===== src/rtl/ata_pio_pkg.sv =====
// Shared types for the ATA PIO host cycle sequencer.
package ata_pio_pkg;

    // Phase of one programmed-I/O cycle; order matches the cycle's progress.
    typedef enum logic [2:0] {
        ST_IDLE   = 3'd0,
        ST_SETUP  = 3'd1,
        ST_STROBE = 3'd2,
        ST_WAIT   = 3'd3,
        ST_HOLD   = 3'd4,
        ST_RECOV  = 3'd5
    } pio_state_t;

endpackage


===== src/rtl/pio_rdy_sync.sv =====
// Multi-flop synchroniser for the device ready input.
// Assumes the input may change at any time relative to clk; the flops reset
// to 1 so that a released (pulled-up) line reads as ready from reset on.
module pio_rdy_sync #(
    parameter int STAGES = 2
) (
    input  logic clk,
    input  logic rst_n,
    input  logic din,
    output logic dout
);
    logic [STAGES-1:0] chain_q;

    // Shift the raw input through the synchroniser chain.
    always_ff @(posedge clk) begin
        if (!rst_n) chain_q <= '1;
        else        chain_q <= {chain_q[STAGES-2:0], din};
    end

    assign dout = chain_q[STAGES-1];
endmodule


===== src/rtl/pio_phase_fsm.sv =====
// Phase controller: walks setup, strobe, optional wait, hold and recovery,
// timing each phase with one shared cycle counter and the wait with a second.
// Assumes rdy_s is already synchronised. Zero configuration counts act as 1.
module pio_phase_fsm
    import ata_pio_pkg::*;
#(
    parameter int CW = 8,
    parameter int TW = 12
) (
    input  logic          clk,
    input  logic          rst_n,
    input  logic          start,
    input  logic          rdy_s,
    input  logic [CW-1:0] cfg_setup,
    input  logic [CW-1:0] cfg_active,
    input  logic [CW-1:0] cfg_sample,
    input  logic [CW-1:0] cfg_hold,
    input  logic [CW-1:0] cfg_recover,
    input  logic [TW-1:0] cfg_wait_max,
    output pio_state_t    state,
    output logic          cap_now,
    output logic          to_evt,
    output logic          fin
);
    localparam logic [CW:0] ONE_C = {{CW{1'b0}}, 1'b1};
    localparam logic [TW:0] ONE_T = {{TW{1'b0}}, 1'b1};

    pio_state_t    state_q, state_d;
    logic [CW-1:0] cnt_q;
    logic [TW-1:0] wcnt_q;
    logic          clr_cnt;
    logic [CW:0]   cnt_p1, s_eff, w_eff, a_eff, h_eff, r_eff, end_w;
    logic [TW:0]   wcnt_p1, m_eff;

    // Clamp a zero count to one.
    function automatic logic [CW:0] eff_c(input logic [CW-1:0] v);
        return (v == '0) ? ONE_C : {1'b0, v};
    endfunction

    function automatic logic [TW:0] eff_t(input logic [TW-1:0] v);
        return (v == '0) ? ONE_T : {1'b0, v};
    endfunction

    // Effective phase lengths and incremented counters.
    always_comb begin
        s_eff   = eff_c(cfg_setup);
        w_eff   = eff_c(cfg_active);
        a_eff   = eff_c(cfg_sample);
        h_eff   = eff_c(cfg_hold);
        r_eff   = eff_c(cfg_recover);
        m_eff   = eff_t(cfg_wait_max);
        end_w   = (a_eff > w_eff) ? a_eff : w_eff;
        cnt_p1  = {1'b0, cnt_q} + ONE_C;
        wcnt_p1 = {1'b0, wcnt_q} + ONE_T;
    end

    // Next-phase decision and one-cycle event strobes.
    always_comb begin
        state_d = state_q;
        clr_cnt = 1'b0;
        cap_now = 1'b0;
        to_evt  = 1'b0;
        fin     = 1'b0;
        unique case (state_q)
            ST_IDLE: begin
                clr_cnt = 1'b1;
                if (start) state_d = ST_SETUP;
            end
            ST_SETUP: begin
                if (cnt_p1 >= s_eff) begin
                    state_d = ST_STROBE;
                    clr_cnt = 1'b1;
                end
            end
            ST_STROBE: begin
                if (cnt_p1 == a_eff && !rdy_s) begin
                    state_d = ST_WAIT;
                end else if (cnt_p1 >= end_w) begin
                    state_d = ST_HOLD;
                    cap_now = 1'b1;
                    clr_cnt = 1'b1;
                end
            end
            ST_WAIT: begin
                if (rdy_s && cnt_p1 >= w_eff) begin
                    state_d = ST_HOLD;
                    cap_now = 1'b1;
                    clr_cnt = 1'b1;
                end else if (wcnt_p1 >= m_eff) begin
                    state_d = ST_HOLD;
                    to_evt  = 1'b1;
                    clr_cnt = 1'b1;
                end
            end
            ST_HOLD: begin
                if (cnt_p1 >= h_eff) begin
                    state_d = ST_RECOV;
                    fin     = 1'b1;
                    clr_cnt = 1'b1;
                end
            end
            ST_RECOV: begin
                if (cnt_p1 >= r_eff) begin
                    state_d = ST_IDLE;
                    clr_cnt = 1'b1;
                end
            end
            default: begin
                state_d = ST_IDLE;
                clr_cnt = 1'b1;
            end
        endcase
    end

    // Phase register and saturating phase counter.
    always_ff @(posedge clk) begin
        if (!rst_n) begin
            state_q <= ST_IDLE;
            cnt_q   <= '0;
        end else begin
            state_q <= state_d;
            if (clr_cnt)         cnt_q <= '0;
            else if (!cnt_p1[CW]) cnt_q <= cnt_p1[CW-1:0];
        end
    end

    // Wait-length counter, running only while in the wait phase.
    always_ff @(posedge clk) begin
        if (!rst_n || state_q != ST_WAIT) wcnt_q <= '0;
        else if (!wcnt_p1[TW])            wcnt_q <= wcnt_p1[TW-1:0];
    end

    assign state = state_q;
endmodule


===== src/rtl/pio_bus_regs.sv =====
// Bus side registers: holds the accepted request, decodes device pins from
// the phase, captures read data and keeps the done pulse and sticky flag.
// Assumes phase and event inputs come from pio_phase_fsm in the same clock.
module pio_bus_regs
    import ata_pio_pkg::*;
#(
    parameter int DW = 16,
    parameter int AW = 3,
    parameter int NCS = 2
) (
    input  logic           clk,
    input  logic           rst_n,
    input  logic           start,
    input  logic           req_write,
    input  logic [NCS-1:0] req_cs,
    input  logic [AW-1:0]  req_addr,
    input  logic [DW-1:0]  req_wdata,
    input  pio_state_t     state,
    input  logic           cap_now,
    input  logic           to_evt,
    input  logic           fin,
    input  logic [DW-1:0]  dev_data_in,
    output logic [NCS-1:0] dev_cs_n,
    output logic [AW-1:0]  dev_addr,
    output logic           dev_rd_n,
    output logic           dev_wr_n,
    output logic [DW-1:0]  dev_data_out,
    output logic           dev_data_oe,
    output logic           done,
    output logic [DW-1:0]  done_rdata,
    output logic           timeout_flag
);
    logic           wr_q;
    logic [NCS-1:0] cs_q;
    logic [AW-1:0]  addr_q;
    logic [DW-1:0]  wdata_q, rdata_q;
    logic           done_q, to_q;
    logic           in_addr, in_strobe, in_drive;

    // Latch the request fields on acceptance.
    always_ff @(posedge clk) begin
        if (!rst_n) begin
            wr_q    <= 1'b0;
            cs_q    <= '0;
            addr_q  <= '0;
            wdata_q <= '0;
        end else if (start) begin
            wr_q    <= req_write;
            cs_q    <= req_cs;
            addr_q  <= req_addr;
            wdata_q <= req_wdata;
        end
    end

    // Capture read data at strobe end, or force all ones on timeout.
    always_ff @(posedge clk) begin
        if (!rst_n)       rdata_q <= '0;
        else if (cap_now) rdata_q <= dev_data_in;
        else if (to_evt)  rdata_q <= '1;
    end

    // Completion pulse and sticky timeout flag.
    always_ff @(posedge clk) begin
        if (!rst_n) begin
            done_q <= 1'b0;
            to_q   <= 1'b0;
        end else begin
            done_q <= fin;
            to_q   <= to_q | to_evt;
        end
    end

    // Phase decode for the device pins.
    always_comb begin
        in_strobe = (state == ST_STROBE) || (state == ST_WAIT);
        in_drive  = in_strobe || (state == ST_HOLD);
        in_addr   = in_drive || (state == ST_SETUP);
    end

    assign dev_cs_n     = in_addr ? ~cs_q : '1;
    assign dev_addr     = addr_q;
    assign dev_rd_n     = ~(in_strobe & ~wr_q);
    assign dev_wr_n     = ~(in_strobe & wr_q);
    assign dev_data_out = wdata_q;
    assign dev_data_oe  = wr_q & in_drive;
    assign done         = done_q;
    assign done_rdata   = rdata_q;
    assign timeout_flag = to_q;
endmodule


===== src/rtl/ata_pio_seq.sv =====
// Top of the ATA PIO host cycle sequencer: one register access per accepted
// request. Assumes a single device channel and an externally pulled-up ready.
module ata_pio_seq
    import ata_pio_pkg::*;
#(
    parameter int CW = 8,
    parameter int TW = 12,
    parameter int DW = 16,
    parameter int AW = 3,
    parameter int NCS = 2,
    parameter int SYNC_STAGES = 2
) (
    input  logic           clk,
    input  logic           rst_n,
    input  logic [CW-1:0]  cfg_setup,
    input  logic [CW-1:0]  cfg_active,
    input  logic [CW-1:0]  cfg_sample,
    input  logic [CW-1:0]  cfg_hold,
    input  logic [CW-1:0]  cfg_recover,
    input  logic [TW-1:0]  cfg_wait_max,
    input  logic           req_valid,
    output logic           req_ready,
    input  logic           req_write,
    input  logic [NCS-1:0] req_cs,
    input  logic [AW-1:0]  req_addr,
    input  logic [DW-1:0]  req_wdata,
    output logic           done,
    output logic [DW-1:0]  done_rdata,
    output logic           timeout_flag,
    output logic [NCS-1:0] dev_cs_n,
    output logic [AW-1:0]  dev_addr,
    output logic           dev_rd_n,
    output logic           dev_wr_n,
    output logic [DW-1:0]  dev_data_out,
    output logic           dev_data_oe,
    input  logic [DW-1:0]  dev_data_in,
    input  logic           dev_iordy
);
    pio_state_t state;
    logic       rdy_s, start, cap_now, to_evt, fin;

    assign req_ready = (state == ST_IDLE);
    assign start     = req_valid & req_ready;

    pio_rdy_sync #(.STAGES(SYNC_STAGES)) u_sync (
        .clk(clk), .rst_n(rst_n), .din(dev_iordy), .dout(rdy_s)
    );

    pio_phase_fsm #(.CW(CW), .TW(TW)) u_fsm (
        .clk(clk), .rst_n(rst_n), .start(start), .rdy_s(rdy_s),
        .cfg_setup(cfg_setup), .cfg_active(cfg_active),
        .cfg_sample(cfg_sample), .cfg_hold(cfg_hold),
        .cfg_recover(cfg_recover), .cfg_wait_max(cfg_wait_max),
        .state(state), .cap_now(cap_now), .to_evt(to_evt), .fin(fin)
    );

    pio_bus_regs #(.DW(DW), .AW(AW), .NCS(NCS)) u_bus (
        .clk(clk), .rst_n(rst_n), .start(start),
        .req_write(req_write), .req_cs(req_cs), .req_addr(req_addr),
        .req_wdata(req_wdata), .state(state), .cap_now(cap_now),
        .to_evt(to_evt), .fin(fin), .dev_data_in(dev_data_in),
        .dev_cs_n(dev_cs_n), .dev_addr(dev_addr), .dev_rd_n(dev_rd_n),
        .dev_wr_n(dev_wr_n), .dev_data_out(dev_data_out),
        .dev_data_oe(dev_data_oe), .done(done), .done_rdata(done_rdata),
        .timeout_flag(timeout_flag)
    );
endmodule


===== config.mk =====
export PLATFORM = sky130hd
export DESIGN_NAME = ata_pio_seq
export DESIGN_NICKNAME = d
export VERILOG_FILES = /design/src/rtl/ata_pio_pkg.sv /design/src/rtl/pio_rdy_sync.sv /design/src/rtl/pio_phase_fsm.sv /design/src/rtl/pio_bus_regs.sv /design/src/rtl/ata_pio_seq.sv
export SDC_FILE = /design/constraint.sdc
export NUM_CORES = 1
export LEC_CHECK = 0
export ABC_AREA = 1
export BUFFER_PORTS_ARGS = -buffer_cell sky130_fd_sc_hd__buf_2
export CORE_ASPECT_RATIO = 0.75
export CORE_MARGIN = 2
export CORE_UTILIZATION = 45
export DETAILED_ROUTE_END_ITERATION = 7
export PLACE_DENSITY = 0.73
export SETUP_SLACK_MARGIN = 0.5
export SYNTH_ARGS = -nofsm -noshare
export SYNTH_HDL_FRONTEND = slang
export SYNTH_SLANG_ARGS = --single-unit

===== constraint.sdc =====
create_clock -name clk -period 3.5 [get_ports clk]
set_input_delay 0.35 -clock clk [delete_from_list [all_inputs] [get_ports clk]]
set_output_delay 0.35 -clock clk [all_outputs]
set_load 0.01 [all_outputs]

=== Word-level counts from Yosys, hierarchy flattened ===
Index checks and enable logic that the tools add are counted.

* Magnitude comparators: 7
* $add $sub $neg: 2
* Bitwise gates (word level): 10
* Equal/unequal tests: 13
* Reduce and logical (&&, ||, !) cells: 19
* Muxes and demuxes: 31

{| class="wikitable"
|+ Operator list
! operator !! number
|-
| 9-bit greater-or-equal comparator || 5
|-
| 8-bit zero test || 5
|-
| 8-bit two-way mux || 5
|-
| 16-bit two-way mux || 2
|-
| 3-bit two-way mux || 8
|-
| 3-bit one-hot mux with 6 select lines || 1
|-
| 12-bit by 1-bit adder with 13-bit output, second input constant || 1
|-
| 13-bit greater-or-equal comparator || 1
|-
| 12-bit zero test || 1
|-
| 12-bit two-way mux || 1
|-
| 1-bit two-way mux || 10
|-
| 8-bit by 1-bit adder with 9-bit output, second input constant || 1
|-
| 9-bit equality test || 1
|-
| 9-bit greater-than comparator || 1
|-
| 9-bit two-way mux || 1
|-
| 3-bit by 2-bit equality test with 1-bit output, second input constant || 2
|-
| 3-bit equality test, second input constant || 2
|-
| 3-bit inequality test, second input constant || 2
|-
| 6-bit AND reduction || 1
|-
| 1-bit one-hot mux with 5 select lines || 1
|-
| 1-bit AND || 4
|-
| 1-bit logical OR || 4
|-
| 2-bit by 1-bit inequality test with 1-bit output, second input constant || 2
|-
| 2-bit inequality test, second input constant || 2
|-
| other kinds (13) || 18
|}

* Output and inout bits: 43
* Input bits: 94
* Register bits after elaboration: 65
* Logic and storage cells: 93

=== Logic depth before layout (Yosys ltp) ===
* Word-level depth: 9
* Gate-level depth with buffers: 28
* Mapped depth without buffers: 27

=== Hierarchy ===
From an unflattened synthesis, not the netlist that was laid out.

* Cells, all modules: 749
* Area, all modules: 5098.6 um^2

{| class="wikitable"
|+ By module, submodules not included
! module !! area each (um^2) !! sequential area each (um^2) !! cells each !! instances
|-
| pio_phase_fsm || 3487.1 || 460.4 || 553 || 1
|-
| pio_bus_regs || 1531.5 || 800.8 || 184 || 1
|-
| pio_rdy_sync || 55.1 || 40.0 || 6 || 1
|-
| ata_pio_seq || 25.0 || 0.0 || 6 || 1
|}

=== Worst setup path before layout ===
OpenSTA, ideal clock, no wires.

* Path kind: in2reg
* Start point: in cfg_active[1]
* End point: reg u_bus.rdata_q[10], in the netlist u_bus.done_rdata[10]
* Arrival time: 3.247 ns
* Setup time: 0.116 ns
* Data required time: 3.384 ns
* Path buffers: 2
* Setup slack: 0.138 ns
* Stages on the path: 22
* Path through: nor4_1 a41o_1 ha_1 nor2_1 o311ai_0 nand3b_1 nand2_1 nand2_1 nand2_1 clkbuf_1 o21ai_0 ha_1 a21o_1 nor2_1 nor2_1 nor2_1 nand3_1 nand3_2 nand3_2 buf_4 nor2_1 nor2_1

* Longest elaborated chain between the ends: 9
* Elaborated cells on any way between the ends: 15
* Those cells by class: 3 x order compare; 9 x mux; 3 x reduce/logical

{| class="wikitable"
|+ RTL lines
! what !! RTL line !! RTL
|-
| start, declared || ata_pio_seq.sv:16 || <nowiki>input logic [CW-1:0] cfg_active,</nowiki>
|-
| 8-bit zero test || pio_phase_fsm.sv:37 || <nowiki>return (v == '0) ? ONE_C : {1'b0, v};</nowiki>
|-
| 8-bit two-way mux (*) || pio_phase_fsm.sv:37 ||
|-
| 9-bit greater-than comparator || pio_phase_fsm.sv:52 || <nowiki>end_w = (a_eff > w_eff) ? a_eff : w_eff;</nowiki>
|-
| 9-bit two-way mux || pio_phase_fsm.sv:52 ||
|-
| 9-bit greater-or-equal comparator || pio_phase_fsm.sv:78 || <nowiki>end else if (cnt_p1 >= end_w) begin</nowiki>
|-
| 1-bit two-way mux || pio_phase_fsm.sv:78 ||
|-
| 1-bit two-way mux || pio_phase_fsm.sv:76 || <nowiki>if (cnt_p1 == a_eff && !rdy_s) begin</nowiki>
|-
| 1-bit one-hot mux with 2 select lines || pio_phase_fsm.sv:64 || <nowiki>unique case (state_q)</nowiki>
|-
| 16-bit two-way mux or 2-bit nonzero test (tied branches) || -- ||
|-
| end signal, assigned || pio_bus_regs.sv:58 || <nowiki>else if (cap_now) rdata_q <= dev_data_in;</nowiki>
|-
| end, declared || pio_bus_regs.sv:36 || <nowiki>logic [DW-1:0] wdata_q, rdata_q;</nowiki>
|}

Every way passes the cells marked *; elsewhere a longest branch is shown, timed or not.
A chain may end at the register's enable or synchronous reset.

=== Final worst setup path ===
* Start point: in cfg_sample[4]
* End point: reg u_bus.rdata_q[9], in the netlist u_bus.done_rdata[9]

* Longest elaborated chain between the ends: 9
* Elaborated cells on any way between the ends: 12
* Those cells by class: 2 x order compare; 1 x eq/ne; 6 x mux; 3 x reduce/logical

{| class="wikitable"
|+ RTL lines
! what !! RTL line !! RTL
|-
| start, declared || ata_pio_seq.sv:17 || <nowiki>input logic [CW-1:0] cfg_sample,</nowiki>
|-
| 8-bit zero test || pio_phase_fsm.sv:37 ||
|-
| 8-bit two-way mux (*) || pio_phase_fsm.sv:37 ||
|-
| 9-bit greater-than comparator || pio_phase_fsm.sv:52 ||
|-
| 9-bit two-way mux || pio_phase_fsm.sv:52 ||
|-
| 9-bit greater-or-equal comparator || pio_phase_fsm.sv:78 ||
|-
| 1-bit two-way mux || pio_phase_fsm.sv:78 ||
|-
| 1-bit two-way mux (*) || pio_phase_fsm.sv:76 ||
|-
| 1-bit one-hot mux with 2 select lines (*) || pio_phase_fsm.sv:64 ||
|-
| 16-bit two-way mux or 2-bit nonzero test (tied branches) || -- ||
|}

Marks and branches as above.

==> impl_metrics.json <==
{
  "max-cap-violations": 0,
  "relSlewSlack": 0.479,
  "vias_per_cell": 5.04,
  "grt_use_total": 0.229,
  "antenna_cells": 0,
  "first_pass_iters": 5,
  "hold_viol": 0,
  "post-route-period-util": 0.901,
  "leakage_uw": 0.00344,
  "synth.distinct_cells": 37,
  "syn_nets": 895,
  "placed_area_mm2": 0.00587,
  "portBuffers": 136,
  "ys.flop_type": "dfxtp_1",
  "layout_min_cycle_time_ns": 3.15,
  "slew_violations": 0,
  "tns_ns": 0,
  "die_h_um": 94.8,
  "dp_hpwl_mm": 10.3,
  "rows": 33,
  "synthCells": 741,
  "io_pins": 137,
  "syn_to_final_growth_pct": 31.1,
  "required_ns": 3.71,
  "dr_total_vias": 5225,
  "path_max_fanout": 8,
  "drive_gt1_frac": 0.276,
  "cts.htree.levels": 3,
  "cp-start-kind": "input port",
  "cts_tree": "done",
  "power_density_mw_per_mm2": 424,
  "dieArea_mm2": 0.0119,
  "final_nets": 1046,
  "coreArea_mm2": 0.0108,
  "synthArstFlopShare": 0,
  "hp-class": "input port to register",
  "layout_commonest_cell": "nand2_1",
  "max_freq_mhz": 317,
  "setup_ws_ns": 0.345,
  "worst_pin_slew_ns": 0.781,
  "grt_pass1_vias": 4758,
  "grt_max_degree": 26,
  "ant_nets": 0,
  "place_congestion": 0.931,
  "cts_root_buffer": "clkbuf_16",
  "final_cell_mix": "140 x nand2_1, 134 x buf_2, 114 x inv_1",
  "yosysWarningCount": 0,
  "drc": 0,
  "synth_edf_count": 0,
  "syn_area_per_cell_um2": 6.68,
  "grt_overflow": 0,
  "grt_pass1_wl_mm": 22.4,
  "finalClockSkew_ns": 0.00703,
  "wl_mm": 13.5,
  "status": "finished, final reports clean",
  "arrival_ns": 3.36,
  "cts.sinks": 65,
  "syn-cell-area_mm2": 0.00495,
  "end_kind": "register",
  "synth-seq-cells": 65,
  "worstSetupPathType": "input port to register",
  "clockBufferDepth": 2,
  "first_iter_violations": 355,
  "setup_viol": 0,
  "finish.instance_area_mm2": 0.00649,
  "place_ws_ns": -0.0365,
  "rsz0062_at_grt": "true",
  "wire_per_inst_um": 13.0,
  "vdd_ir_drop_max_v": 0.000375,
  "die_w_um": 125,
  "initial_utilization": 0.458,
  "clkLatencyLatePin_ns": 0.32,
  "antenna_found_initial": 0,
  "clk_pin_slew_ns": 0.05,
  "cts_buffers": 9,
  "yosysSeqAreaShare": 0.263
}
==> stage by stage <==
step                      power (uW)  cells  utilization  hold slack (ns)
after global placement          1780   1012        0.543            0.403
after floorplan                 1490    741            -            0.393
after CTS                       2720   1033        0.581            0.212
after global routing            2950   1036        0.600            0.220
final                           2750   1036        0.600            0.227
after detailed placement        1780   1012        0.543            0.405
==> cell families after synthesis <==
family | Yosys count | synth area share
flops | 65 | 0.263
simple gates | 355 | 0.324
buf+inv | 138 | 0.110
fa+ha+maj | 60 | 0.152
compound gates | 114 | 0.135
xor+xnor | 9 | 0.0159
==> repair_timing <==
action,4_1_cts,5_1_grt
gates resized for setup,13,47
setup buffers,5,2
pin swaps,9,34
endpoints found under the setup margin,27,28
hold buffers,0,0
gates cloned,1,1
==> routing by layer <==
metal / GRT usage / vias to the layer above / routed length, um
met5: 0 / - / 0
met4: 0.0352 / 0 / 61
met3: 0.0470 / 6 / 1070
met2: 0.340 / 189 / 5450
met1: 0.347 / 2318 / 6890
li1: - / 2712 / -
==> power breakdown <==
group	switching [uW]	leakage, uW	total [uW]	internal [uW]
combinational	599	0.00275	975	376
sequential	49.6	0.000528	860	810
clock	296	0.000158	920	623
==> state kept, by name (all words and copies together) (netlist names) <==
register            cells
u_fsm.state             3
u_sync.chain_q          2
u_bus.cs_q              2
u_bus.dev_addr          3
u_fsm.wcnt_q           12
u_bus.done              1
u_fsm.cnt_q             8
u_bus.wr_q              1
u_bus.timeout_flag      1
u_bus.dev_data_out     16
u_bus.done_rdata       16
==> path summary, 6_finish.rpt <==
kind	slack, ns	cells after the start	end	from
worst max-delay path	0.35	22	u_bus.done_rdata[9]	cfg_sample[4]
worst min-delay path	0.23	2	u_sync.chain_q[0]	dev_iordy
worst max register to register	0.48	18	u_bus.done_rdata[9]	u_fsm.cnt_q[1]
worst min register to register	0.41	1	u_sync.chain_q[1]	u_sync.chain_q[0]
==> critical path: stages <==
cell	delay [ns]
buf_2	0.11
inv_1	0.08
nand3_2	0.09
o21ai_2	0.16
inv_1	0.08
ha_2	0.31
nand2_1	0.05
nor4_2	0.29
nand2_2	0.18
nand2_8	0.15
o21ai_1	0.09
ha_1	0.35
inv_1	0.05
o211ai_1	0.21
nor2_1	0.10
nand3_2	0.11
nand3_4	0.10
nand2_4	0.10
inv_6	0.05
clkbuf_16	0.16
o21ai_2	0.13
nor2_1	0.05
==> area by class of cell <==
class / count / area (um2)
timing repair buffer: 159 / 900
tap: 140 / 175
sequential: 65 / 1300
clock buffer: 13 / 280
clock inverter: 2 / 35.0
fill: 1055 / 4330
multi-input combinational: 539 / 3350
inverter: 118 / 448
==> Yosys cell counts, types with 2 or more instances <==
| master | number | share of area |
|---|---|---|
| o21ai_1 | 3 | 0.0030 |
| nand3_1 | 58 | 0.059 |
| nor2_4 | 2 | 0.0045 |
| a41o_1 | 5 | 0.010 |
| o211ai_1 | 3 | 0.0045 |
| buf_6 | 3 | 0.0068 |
| nand3_4 | 2 | 0.0071 |
| clkbuf_1 | 15 | 0.011 |
| nand2_2 | 6 | 0.0076 |
| nor4_1 | 8 | 0.010 |
| nor2_1 | 90 | 0.068 |
| ha_1 | 60 | 0.15 |
| o21ai_0 | 33 | 0.033 |
| or2_2 | 3 | 0.0038 |
| o21a_1 | 3 | 0.0045 |
| nand3b_1 | 9 | 0.014 |
| dfxtp_1 | 65 | 0.26 |
| nand4_1 | 6 | 0.0076 |
| a21o_1 | 6 | 0.0091 |
| nor3_1 | 8 | 0.0081 |
| a21oi_1 | 51 | 0.052 |
| a21oi_2 | 6 | 0.011 |
| nand3_2 | 5 | 0.010 |
| nand2_1 | 150 | 0.11 |
| inv_1 | 117 | 0.089 |
| nor2_2 | 6 | 0.0076 |
| xor2_1 | 8 | 0.014 |
Power figures use the tool's default switching activity.
